$ cat config.mk
export PLATFORM = sky130hd
export DESIGN_NAME = sync_sclk_gen
export DESIGN_NICKNAME = d
export VERILOG_FILES = /design/src/rtl/sync_sclk_pkg.sv /design/src/rtl/sck_rst_sync.sv /design/src/rtl/sck_bit_tracker.sv /design/src/rtl/sck_level_shaper.sv /design/src/rtl/sck_rx_strobe.sv /design/src/rtl/sync_sclk_gen.sv
export SDC_FILE = /design/constraint.sdc
export NUM_CORES = 1
export LEC_CHECK = 0
export BUFFER_PORTS_ARGS = -buffer_cell sky130_fd_sc_hd__buf_2
export CORE_AREA = 2 2 39 41
export DETAILED_ROUTE_END_ITERATION = 10
export DIE_AREA = 0 0 41 43
export PLACE_DENSITY = 0.39
export SYNTH_ARGS = -nofsm -noshare
export SYNTH_HDL_FRONTEND = slang
export SYNTH_SLANG_ARGS = --single-unit
$ cat constraint.sdc
create_clock -name clk_i -period 0.8 [get_ports clk_i]
set_clock_uncertainty 0.1 [all_clocks]
set_input_delay 0.08 -clock clk_i [delete_from_list [all_inputs] [get_ports clk_i]]
set_output_delay 0.08 -clock clk_i [all_outputs]
set_load 0.1 [all_outputs]
$ cat src/rtl/sync_sclk_pkg.sv
package sync_sclk_pkg;

  localparam int unsigned PHASE_W = 2;

  typedef enum logic [PHASE_W-1:0] {
    PH_IDLE  = 2'd0,
    PH_START = 2'd1,
    PH_DATA  = 2'd2,
    PH_STOP  = 2'd3
  } frame_phase_e;

  localparam int unsigned RST_STAGES = 2;

endpackage

$ cat src/rtl/sck_rst_sync.sv
module sck_rst_sync #(
  parameter int unsigned STAGES = sync_sclk_pkg::RST_STAGES
) (
  input  logic clk_i,
  input  logic rst_ni,
  output logic rst_sync_no
);

  logic [STAGES-1:0] chain_q;
  logic [STAGES-1:0] chain_d;

  always_comb begin
    chain_d = {chain_q[STAGES-2:0], 1'b1};
  end

  always_ff @(posedge clk_i or negedge rst_ni) begin
    if (!rst_ni) chain_q <= '0;
    else         chain_q <= chain_d;
  end

  assign rst_sync_no = chain_q[STAGES-1];

endmodule

$ cat src/rtl/sck_bit_tracker.sv
module sck_bit_tracker
  import sync_sclk_pkg::*;
(
  input  logic         clk_i,
  input  logic         rst_ni,
  input  logic         bit_tick_i,
  input  frame_phase_e phase_i,
  input  logic         last_bit_i,
  input  logic         last_pulse_en_i,
  input  logic         cpha_i,
  output logic         eligible_o,
  output logic         active_o,
  output logic         cpha_lat_o
);

  logic active_q, active_d;
  logic cpha_q, cpha_d;
  logic elig;

  always_comb begin
    elig = (phase_i == PH_DATA) && (!last_bit_i || last_pulse_en_i);
  end

  always_comb begin
    active_d = active_q;
    cpha_d   = cpha_q;
    if (bit_tick_i) begin
      active_d = elig;
      cpha_d   = cpha_i;
    end
  end

  always_ff @(posedge clk_i or negedge rst_ni) begin
    if (!rst_ni) begin
      active_q <= 1'b0;
      cpha_q   <= 1'b0;
    end else begin
      active_q <= active_d;
      cpha_q   <= cpha_d;
    end
  end

  assign eligible_o = elig;
  assign active_o   = active_q;
  assign cpha_lat_o = cpha_q;

  // a non-data phase never leaves the bit marked as clocked
  p_nondata_idle_r2: assert property (@(posedge clk_i) disable iff (!rst_ni)
    (bit_tick_i && phase_i != PH_DATA) |=> !active_q);

  // latched phase only moves at a bit tick
  p_cpha_hold_r8: assert property (@(posedge clk_i) disable iff (!rst_ni)
    !bit_tick_i |=> $stable(cpha_q));

endmodule

$ cat src/rtl/sck_level_shaper.sv
module sck_level_shaper (
  input  logic clk_i,
  input  logic rst_ni,
  input  logic bit_tick_i,
  input  logic mid_tick_i,
  input  logic eligible_i,
  input  logic cpha_now_i,
  input  logic active_i,
  input  logic cpha_lat_i,
  input  logic cpol_i,
  output logic sclk_o
);

  logic pulse_q, pulse_d;

  always_comb begin
    pulse_d = pulse_q;
    if (bit_tick_i) begin
      pulse_d = eligible_i && cpha_now_i;
    end else if (mid_tick_i) begin
      pulse_d = active_i && !cpha_lat_i;
    end
  end

  always_ff @(posedge clk_i or negedge rst_ni) begin
    if (!rst_ni) pulse_q <= 1'b0;
    else         pulse_q <= pulse_d;
  end

  assign sclk_o = cpol_i ^ pulse_q;

  // an unclocked bit starts with the clock at rest
  p_unclocked_rest_r3: assert property (@(posedge clk_i) disable iff (!rst_ni)
    (bit_tick_i && !eligible_i) |=> !pulse_q);

  // phase 0 raises the pulse at mid-bit of a clocked bit
  p_cpha0_mid_r5: assert property (@(posedge clk_i) disable iff (!rst_ni)
    (mid_tick_i && !bit_tick_i && active_i && !cpha_lat_i) |=> pulse_q);

  // phase 1 drops the pulse at mid-bit
  p_cpha1_mid_r6: assert property (@(posedge clk_i) disable iff (!rst_ni)
    (mid_tick_i && !bit_tick_i && cpha_lat_i) |=> !pulse_q);

endmodule

$ cat src/rtl/sck_rx_strobe.sv
module sck_rx_strobe (
  input  logic clk_i,
  input  logic rst_ni,
  input  logic bit_tick_i,
  input  logic mid_tick_i,
  input  logic active_i,
  output logic strobe_o
);

  logic strobe_q, strobe_d;

  always_comb begin
    strobe_d = mid_tick_i && !bit_tick_i && active_i;
  end

  always_ff @(posedge clk_i or negedge rst_ni) begin
    if (!rst_ni) strobe_q <= 1'b0;
    else         strobe_q <= strobe_d;
  end

  assign strobe_o = strobe_q;

  // strobe only follows a mid tick
  p_strobe_after_mid_r7: assert property (@(posedge clk_i) disable iff (!rst_ni)
    strobe_q |-> $past(mid_tick_i));

endmodule

$ cat src/rtl/sync_sclk_gen.sv
module sync_sclk_gen
  import sync_sclk_pkg::*;
(
  input  logic               clk_i,
  input  logic               rst_ni,
  input  logic               bit_tick_i,
  input  logic               mid_tick_i,
  input  logic [PHASE_W-1:0] phase_i,
  input  logic               last_bit_i,
  input  logic               cpol_i,
  input  logic               cpha_i,
  input  logic               last_pulse_en_i,
  output logic               sclk_o,
  output logic               rx_sample_o
);

  logic         rst_n_int;
  logic         eligible;
  logic         active;
  logic         cpha_lat;
  frame_phase_e phase;

  assign phase = frame_phase_e'(phase_i);

  sck_rst_sync #(.STAGES(RST_STAGES)) u_rst (
    .clk_i       (clk_i),
    .rst_ni      (rst_ni),
    .rst_sync_no (rst_n_int)
  );

  sck_bit_tracker u_track (
    .clk_i           (clk_i),
    .rst_ni          (rst_n_int),
    .bit_tick_i      (bit_tick_i),
    .phase_i         (phase),
    .last_bit_i      (last_bit_i),
    .last_pulse_en_i (last_pulse_en_i),
    .cpha_i          (cpha_i),
    .eligible_o      (eligible),
    .active_o        (active),
    .cpha_lat_o      (cpha_lat)
  );

  sck_level_shaper u_shape (
    .clk_i      (clk_i),
    .rst_ni     (rst_n_int),
    .bit_tick_i (bit_tick_i),
    .mid_tick_i (mid_tick_i),
    .eligible_i (eligible),
    .cpha_now_i (cpha_i),
    .active_i   (active),
    .cpha_lat_i (cpha_lat),
    .cpol_i     (cpol_i),
    .sclk_o     (sclk_o)
  );

  sck_rx_strobe u_strobe (
    .clk_i      (clk_i),
    .rst_ni     (rst_n_int),
    .bit_tick_i (bit_tick_i),
    .mid_tick_i (mid_tick_i),
    .active_i   (active),
    .strobe_o   (rx_sample_o)
  );

  // in reset the outputs sit idle
  always_comb begin
    if (!rst_n_int) begin
      p_reset_idle_r1: assert (rx_sample_o == 1'b0);
    end
  end

  // non-data bits leave the clock at its rest level
  p_no_pulse_outside_data_r2: assert property (@(posedge clk_i) disable iff (!rst_n_int)
    (bit_tick_i && phase != PH_DATA) |=> (sclk_o == cpol_i));

  // last bit with the pulse disabled stays at rest, no strobe
  p_last_skip_r3: assert property (@(posedge clk_i) disable iff (!rst_n_int)
    (bit_tick_i && phase == PH_DATA && last_bit_i && !last_pulse_en_i)
      |=> (sclk_o == cpol_i && !rx_sample_o));

  // phase 0 samples while the clock is inverted
  p_sample_level_cpha0_r5: assert property (@(posedge clk_i) disable iff (!rst_n_int)
    (rx_sample_o && !cpha_lat) |-> (sclk_o != cpol_i));

  // phase 1 samples once the clock is back at rest
  p_sample_level_cpha1_r6: assert property (@(posedge clk_i) disable iff (!rst_n_int)
    (rx_sample_o && cpha_lat) |-> (sclk_o == cpol_i));

  // the strobe lasts a single cycle
  p_strobe_single_r7: assert property (@(posedge clk_i) disable iff (!rst_n_int)
    rx_sample_o |=> !rx_sample_o);

endmodule

==> flow_summary_export.csv, run 1 <==
group,metric,value,unit
synth,syn_inst,20,
route,viasPerCell,3.91,
placement,buffer_ports.inserted,11,
placement,hpwlAfterDp,383,um
sta,finalHoldViolCount,5,
clock_tree,cts_hold_repair.buffers,1,
power,worst_ir_drop_on_vdd,1140,uV
clock_tree,cts_inserted_buffers,3,
floorplan,die_area,1760,um2
route,dr.first_iter.drc_count,5,
global_route,first_global_vias,224,
worst_setup_path,timing.rr.start,"u_track.active_o",
placement,post_dp_cell_area,383,um2
global_route,grt_use_total,7.48,%
floorplan,core.rowCount,14,
worst_setup_path,timing.setup.critical_path_class,"flip-flop to output port",
outcome,status,"complete, but fails checks",
sta,achievable-frequency,829,MHz
outcome,violations,"negative hold slack, negative setup slack",
floorplan,initial_utilization,16.8,%
synth,yosysSeqAreaShare,64.5,%
floorplan,die_w,41,um
sta,final_clock_period_utilization_by_the_worst_path,151,%
clock_tree,postCtsSetupRepairBufs,0,
route,post_detailed_route_wirelength_per_cell,8.80,um
clock_tree,ctsHtreeMaxLevel,1,
worst_setup_path,worstReg2RegEnd,"u_shape.pulse_q",
cells_and_area,design.final.nets,50,
route,antenna_violating_nets_post_route,0,
clock_tree,clock_insertion_delay_worst_skew,0.24,ns
sta,finalCriticalPeriod,1.21,ns
worst_setup_path,worst_r2r_path_depth,3,
sta,holdWs,-0.0425,ns
clock_tree,tritoncts,"built",
clock_tree,path_clk_slew,0.05,ns
power,p_leak,0.203,nW
global_route,gr-total-overflow,0,
cells_and_area,area.growth.synth_to_final,84.9,%
cells_and_area,final_cell_area,430,um2
synth,ys_warn_count,0,
clock_tree,clock_sink_count,6,
sta,maxSlewViolCount,0,
cells_and_area,most-common-layout-cells,"9 x sky130_fd_sc_hd__buf_2, 4 x sky130_fd_sc_hd__dfrtp_1, 3 x sky130_fd_sc_hd__clkbuf_4",
flow_run,max_cap_viol_count,0,
sta,postLayoutSetupSlackWorst,-0.407,ns
floorplan,boundaryPins,12,
synth,synth.avg_cell_area,11.6,um2
global_route,largest_net_degree_at_the_start_of_global_routing,6,
min_path,hp-class,"flip-flop to async pin",
floorplan,placeableCoreArea,1380,um2
synth,yosys_register_bits,6,
route,drc,0,
worst_setup_path,critical_path_peak_fanout,2,
synth,netlist-cell-type-count,11,
synth,synthesis.nets,30,
worst_setup_path,worst_ep_required_time,0.62,ns
power,powerDensity,1870,nW/um2
global_route,grt_antenna_before_repair,0,
worst_setup_path,ff2ff_setup_slack,-0.20,ns
sta,final-setup-viol-count,4,
clock_tree,cts_buffer_depth,2,
cells_and_area,post-route-util,31.1,%
route,dr_total_vias,215,
floorplan,die-height,43,um
worst_setup_path,crit_path_launch_type,"flip-flop",
cells_and_area,drive_above_1_share,59.0,%
synth,synth.cell_area,233,um2
global_route,grt_first_pass_wirelength,800,um
route,drt_first_pass_iters,4,
route,drt_wl_total,484,um
worst_setup_path,start_point_of_the_critical_path,"u_shape.pulse_q",
worst_setup_path,cp.arrival,1.03,ns
placement,gpl.final_weighted_congestion,0.791,
sta,grt_setup_unrepaired,"yes",
cells_and_area,commonest_non_fill_non_tap_cell_in_the_layout,"sky130_fd_sc_hd__buf_2",
worst_setup_path,critical_path_endpoint_category,"output port",
clock_tree,clock-root-buffer,"sky130_fd_sc_hd__clkbuf_4",
cells_and_area,n_antenna_cell,0,
## critical path: stages (launching register included)
cell                      delay (ns)
sky130_fd_sc_hd__dfrtp_2        0.44
sky130_fd_sc_hd__xor2_4         0.16
sky130_fd_sc_hd__buf_12         0.19
## power breakdown
part	internal [W]	total (W)	switching (W)
logic	0.0000788	0.000171	0.0000923
registers	0.000324	0.000338	0.0000140
clock network	0.000189	0.000296	0.000107
total	0.000591	0.000805	0.000213
## cells by family after synthesis
family	synth area share (%)
xor gates and xnor gates	3.76
buffers and inverters	3.23
AOI/OAI and AO/OA	8.60
DFF	64.5
and+or+nand+nor	18.3
other	1.61
## timing repair
item	in CTS	in global routing
endpoints found under the setup margin	4	5
hold endpoints to repair	7	5
resized for setup	2	4
## how the worst max path moves through the flow
stage | to | cells after the start
3_3_place_gp | u_shape.pulse_q | 4
3_5_place_dp | u_shape.pulse_q | 3
5_1_grt | sclk_o | 2
6_report | sclk_o | 2
2_1_floorplan | sclk_o | 1
4_1_cts | sclk_o | 2
## sequential cells by signal, indices dropped and copies added (netlist names)
name                flops
u_rst.chain_q           2
u_shape.pulse_q         1
u_strobe.strobe_o       1
u_track.active_o        1
u_track.cpha_lat_o      1
## through the flow
step | hold slack [ns] | setup TNS, ns | setup WS (ns) | power [W] | std cells
4_1_cts | -0.0327 | -0.897 | -0.429 | 0.000820 | 55
3_3_place_gp | -0.235 | -0.347 | -0.173 | 0.000498 | 50
2_1_floorplan | -0.316 | -0.538 | -0.380 | 0.000419 | 20
3_5_place_dp | -0.232 | -0.381 | -0.185 | 0.000500 | 50
6_report | -0.0425 | -0.878 | -0.407 | 0.000805 | 55
5_1_grt | -0.0173 | -1.02 | -0.452 | 0.000865 | 55
## area by class of cell
cell class                 instances  area (um2)
inverter                           2        7.51
clock buffer                       4        26.3
fill                             151         953
timing repair buffer              15         121
tap                               16        20.0
multi-input combinational         12         100
sequential                         6         155
## per-layer routing
metal / track usage [%] / wire length, um
met1: 6.58 / 167
met2: 11.3 / 270
met3: 7.85 / 47
met4: 2.00 / 0
met5: 0 / 0
## synthesized netlist by cell type, drive strengths merged
cell	instances	share of area, %
inv	2	3.2
nor2	2	3.2
nand4b	1	3.8
o21ai	2	4.3
nand2b	1	2.7
nand2	2	3.2
a221o	1	4.3
conb	1	1.6
dfrtp	6	65
xor2	1	3.8
and4bb	1	5.4
Power figures use the tool's default switching activity.
==> inputs of run 2 (changes only) <==
--- a/config.mk
+++ b/config.mk
@@ -9,7 +9,9 @@
 export CORE_AREA = 2 2 39 41
 export DETAILED_ROUTE_END_ITERATION = 10
 export DIE_AREA = 0 0 41 43
+export GPL_ROUTABILITY_DRIVEN = 0
 export PLACE_DENSITY = 0.39
+export SETUP_SLACK_MARGIN = 0.02
 export SYNTH_ARGS = -nofsm -noshare
 export SYNTH_HDL_FRONTEND = slang
 export SYNTH_SLANG_ARGS = --single-unit
==> run 2 against run 1 <==
The flow still finishes with violations (negative hold slack, negative setup slack). Critical path type unchanged. Power about the same. Hold slack unchanged. Highest routed layer unchanged. Routed wire length up 1.9%. Flip-flop and latch count unchanged. Non-clock buffer count unchanged. Via count up 0.47%. First-iteration DRC count up 40%.
==> flow_summary_export.csv, run 2 (synthesis gave the netlist of run 1 again) <==
group,metric,value,unit
global_route,grt_antenna_before_repair,0,
outcome,status,"complete, but fails checks",
worst_setup_path,worst_r2r_path_depth,3,
worst_setup_path,critical_path_endpoint_category,"output port",
worst_setup_path,critPathCapture,"sclk_o",
route,wl_met1,172,um
floorplan,die_w,41,um
route,dr_total_vias,216,
sta,maxSlewViolCount,0,
worst_setup_path,crit_path_max_delay_cell_type,"sky130_fd_sc_hd__dfrtp_2",
sta,final-setup-viol-count,4,
cells_and_area,fin_cells,55,
power,power.net_switching,0.000214,W
cells_and_area,drive_above_1_share,59.0,%
power,power,0.000805,W
sta,finalCriticalPeriod,1.21,ns
power,p_leak,0.203,nW
global_route,largest_net_degree_at_the_start_of_global_routing,6,
placement,buffer_ports.inserted,11,
route,post_detailed_route_wirelength_per_cell,8.96,um
placement,place.detailed.instances,50,
sta,final_clock_period_utilization_by_the_worst_path,151,%
worst_setup_path,start_point_of_the_critical_path,"u_shape.pulse_q",
route,viasPerCell,3.93,
cells_and_area,area.growth.synth_to_final,84.9,%
worst_setup_path,cell_type_group_with_the_largest_total_delay_on_the_critical_path,"flip-flops",
cells_and_area,design.final.nets,50,
clock_tree,ctsHtreeMaxLevel,1,
cells_and_area,n_antenna_cell,0,
route,route.top_layer_used,"met3",
worst_setup_path,worst-path-buf-inv,1,
sta,postLayoutSetupSlackWorst,-0.407,ns
cells_and_area,layout.filler_cells,150,
worst_setup_path,ff2ff_setup_slack,-0.20,ns
route,drt_first_pass_iters,4,
power,netSwitchingFraction,26.6,%
sta,holdWs,-0.0425,ns
clock_tree,clock_sink_count,6,
cells_and_area,post-route-util,31.1,%
global_route,grt_use_total,7.48,%
floorplan,die_area,1760,um2
power,powerDensity,1870,nW/um2
clock_tree,path_clk_slew,0.05,ns
cells_and_area,largest_register_ff_count,2,
global_route,first_global_vias,224,
sta,grt_setup_unrepaired,"yes",
worst_setup_path,critical_path_peak_fanout,2,
worst_setup_path,worstReg2RegEnd,"u_shape.pulse_q",
worst_setup_path,cp.arrival,1.03,ns
power,power.share.clock,36.8,%
route,drc,0,
worst_setup_path,worst_ep_required_time,0.62,ns
clock_tree,cts_hold_repair.buffers,1,
power,sequentialPowerShare,41.9,%
worst_setup_path,crit_chain,"xor2_4 > buf_12",
worst_setup_path,crit_path_launch_type,"flip-flop",
clock_tree,tritoncts,"built",
global_route,grt_first_pass_wirelength,800,um
clock_tree,cts_inserted_buffers,3,
route,antenna_violating_nets_post_route,0,
placement,hpwlAfterDp,383,um
min_path,hp-class,"flip-flop to async pin",
clock_tree,clock_insertion_delay_worst_skew,0.24,ns
floorplan,placeableCoreArea,1380,um2
floorplan,core.rowCount,14,
worst_setup_path,timing.setup.critical_path_class,"flip-flop to output port",
cells_and_area,registers.top_by_ff_count,"u_rst.chain_q",
route,met3_wirelength,47,um
sta,achievable-frequency,829,MHz
power,p_int,0.000591,W
outcome,violations,"negative hold slack, negative setup slack",
floorplan,boundaryPins,12,
floorplan,die-height,43,um
global_route,gr-total-overflow,0,
cells_and_area,most-common-layout-cells,"9 x sky130_fd_sc_hd__buf_2, 4 x sky130_fd_sc_hd__dfrtp_1, 3 x sky130_fd_sc_hd__clkbuf_4",
route,dr_wl_met2,273,um
flow_run,max_cap_viol_count,0,
clock_tree,cts_buffer_depth,2,
route,drt_wl_total,493,um
route,dr.first_iter.drc_count,7,
power,worst_ir_drop_on_vdd,1140,uV
power,share_comb_of_total_power,21.3,%
floorplan,initial_utilization,16.8,%
worst_setup_path,cpPeakStageDelay,0.44,ns
cells_and_area,commonest_non_fill_non_tap_cell_in_the_layout,"sky130_fd_sc_hd__buf_2",
worst_setup_path,cp.depth,2,
worst_setup_path,timing.rr.start,"u_track.active_o",
sta,finalHoldViolCount,5,
clock_tree,clock-root-buffer,"sky130_fd_sc_hd__clkbuf_4",
[run 2: cell counts in the layout (fill, tap and decap cells not counted)]
Identical to the previous run, type by type.
[run 2: area by class of cell]
type	instances	area, um2	share of cell area (%)
Clock buffer	4	26.3	6.10
Inverter	2	7.51	1.74
Multi-Input combinational cell	12	100	23.3
Sequential cell	6	155	36.0
Tap cell	16	20.0	4.65
Timing Repair Buffer	15	121	28.2
[run 2: per-stage QoR]
stage               TNS (ns)  cell area [um2]  setup WS, ns
floorplan             -0.538              255        -0.380
global placement      -0.347              383        -0.173
detailed placement    -0.381              383        -0.185
CTS                   -0.898              424        -0.429
global route           -1.02              430        -0.452
finish                -0.880              430        -0.407
[run 2: metal layers]
layer  GRT usage (%)  up-vias
met1            6.58      105
li1                -      103
met5               0        -
met3            7.85        0
met4            2.00        0
met2            11.3        8
[run 2: power groups by stage]
| stage | clock network (W) | logic [W] | registers, W |
|---|---|---|---|
| after floorplan | 0 | 0.0000701 | 0.000349 |
| after global placement | 0 | 0.000157 | 0.000341 |
| after detailed placement | 0 | 0.000159 | 0.000342 |
| after CTS | 0.000319 | 0.000167 | 0.000338 |
| after global routing | 0.000341 | 0.000184 | 0.000339 |
| final | 0.000296 | 0.000171 | 0.000338 |
[run 2: timing repair]
| action | CTS | global route |
|---|---|---|
| resized for setup | 4 | 2 |
| setup endpoints to repair | 5 | 5 |
| setup buffers | 0 | 0 |
| endpoints found under the hold margin | 7 | 5 |
[run 2: worst min-delay path by stage]
stage / startpoint / depth (start not counted) / endpoint / slack (ns)
floorplan: rst_ni / 0 / u_rst.chain_q[0] / -0.32
finish: u_rst.chain_q[1] / 0 / u_strobe.strobe_o / -0.04
CTS: u_rst.chain_q[1] / 0 / u_strobe.strobe_o / -0.03
global route: u_rst.chain_q[1] / 0 / u_strobe.strobe_o / -0.02
global placement: rst_ni / 1 / u_rst.chain_q[0] / -0.23
detailed placement: rst_ni / 1 / u_rst.chain_q[0] / -0.23
[run 2: worst register-to-register path, delay by kind of cell (launching register included)]
kind / cells / cell delay [ns]
AOI/OAI and AO/OA: 1 / 0.30
DFF: 1 / 0.37
and+or+nand+nor: 2 / 0.12
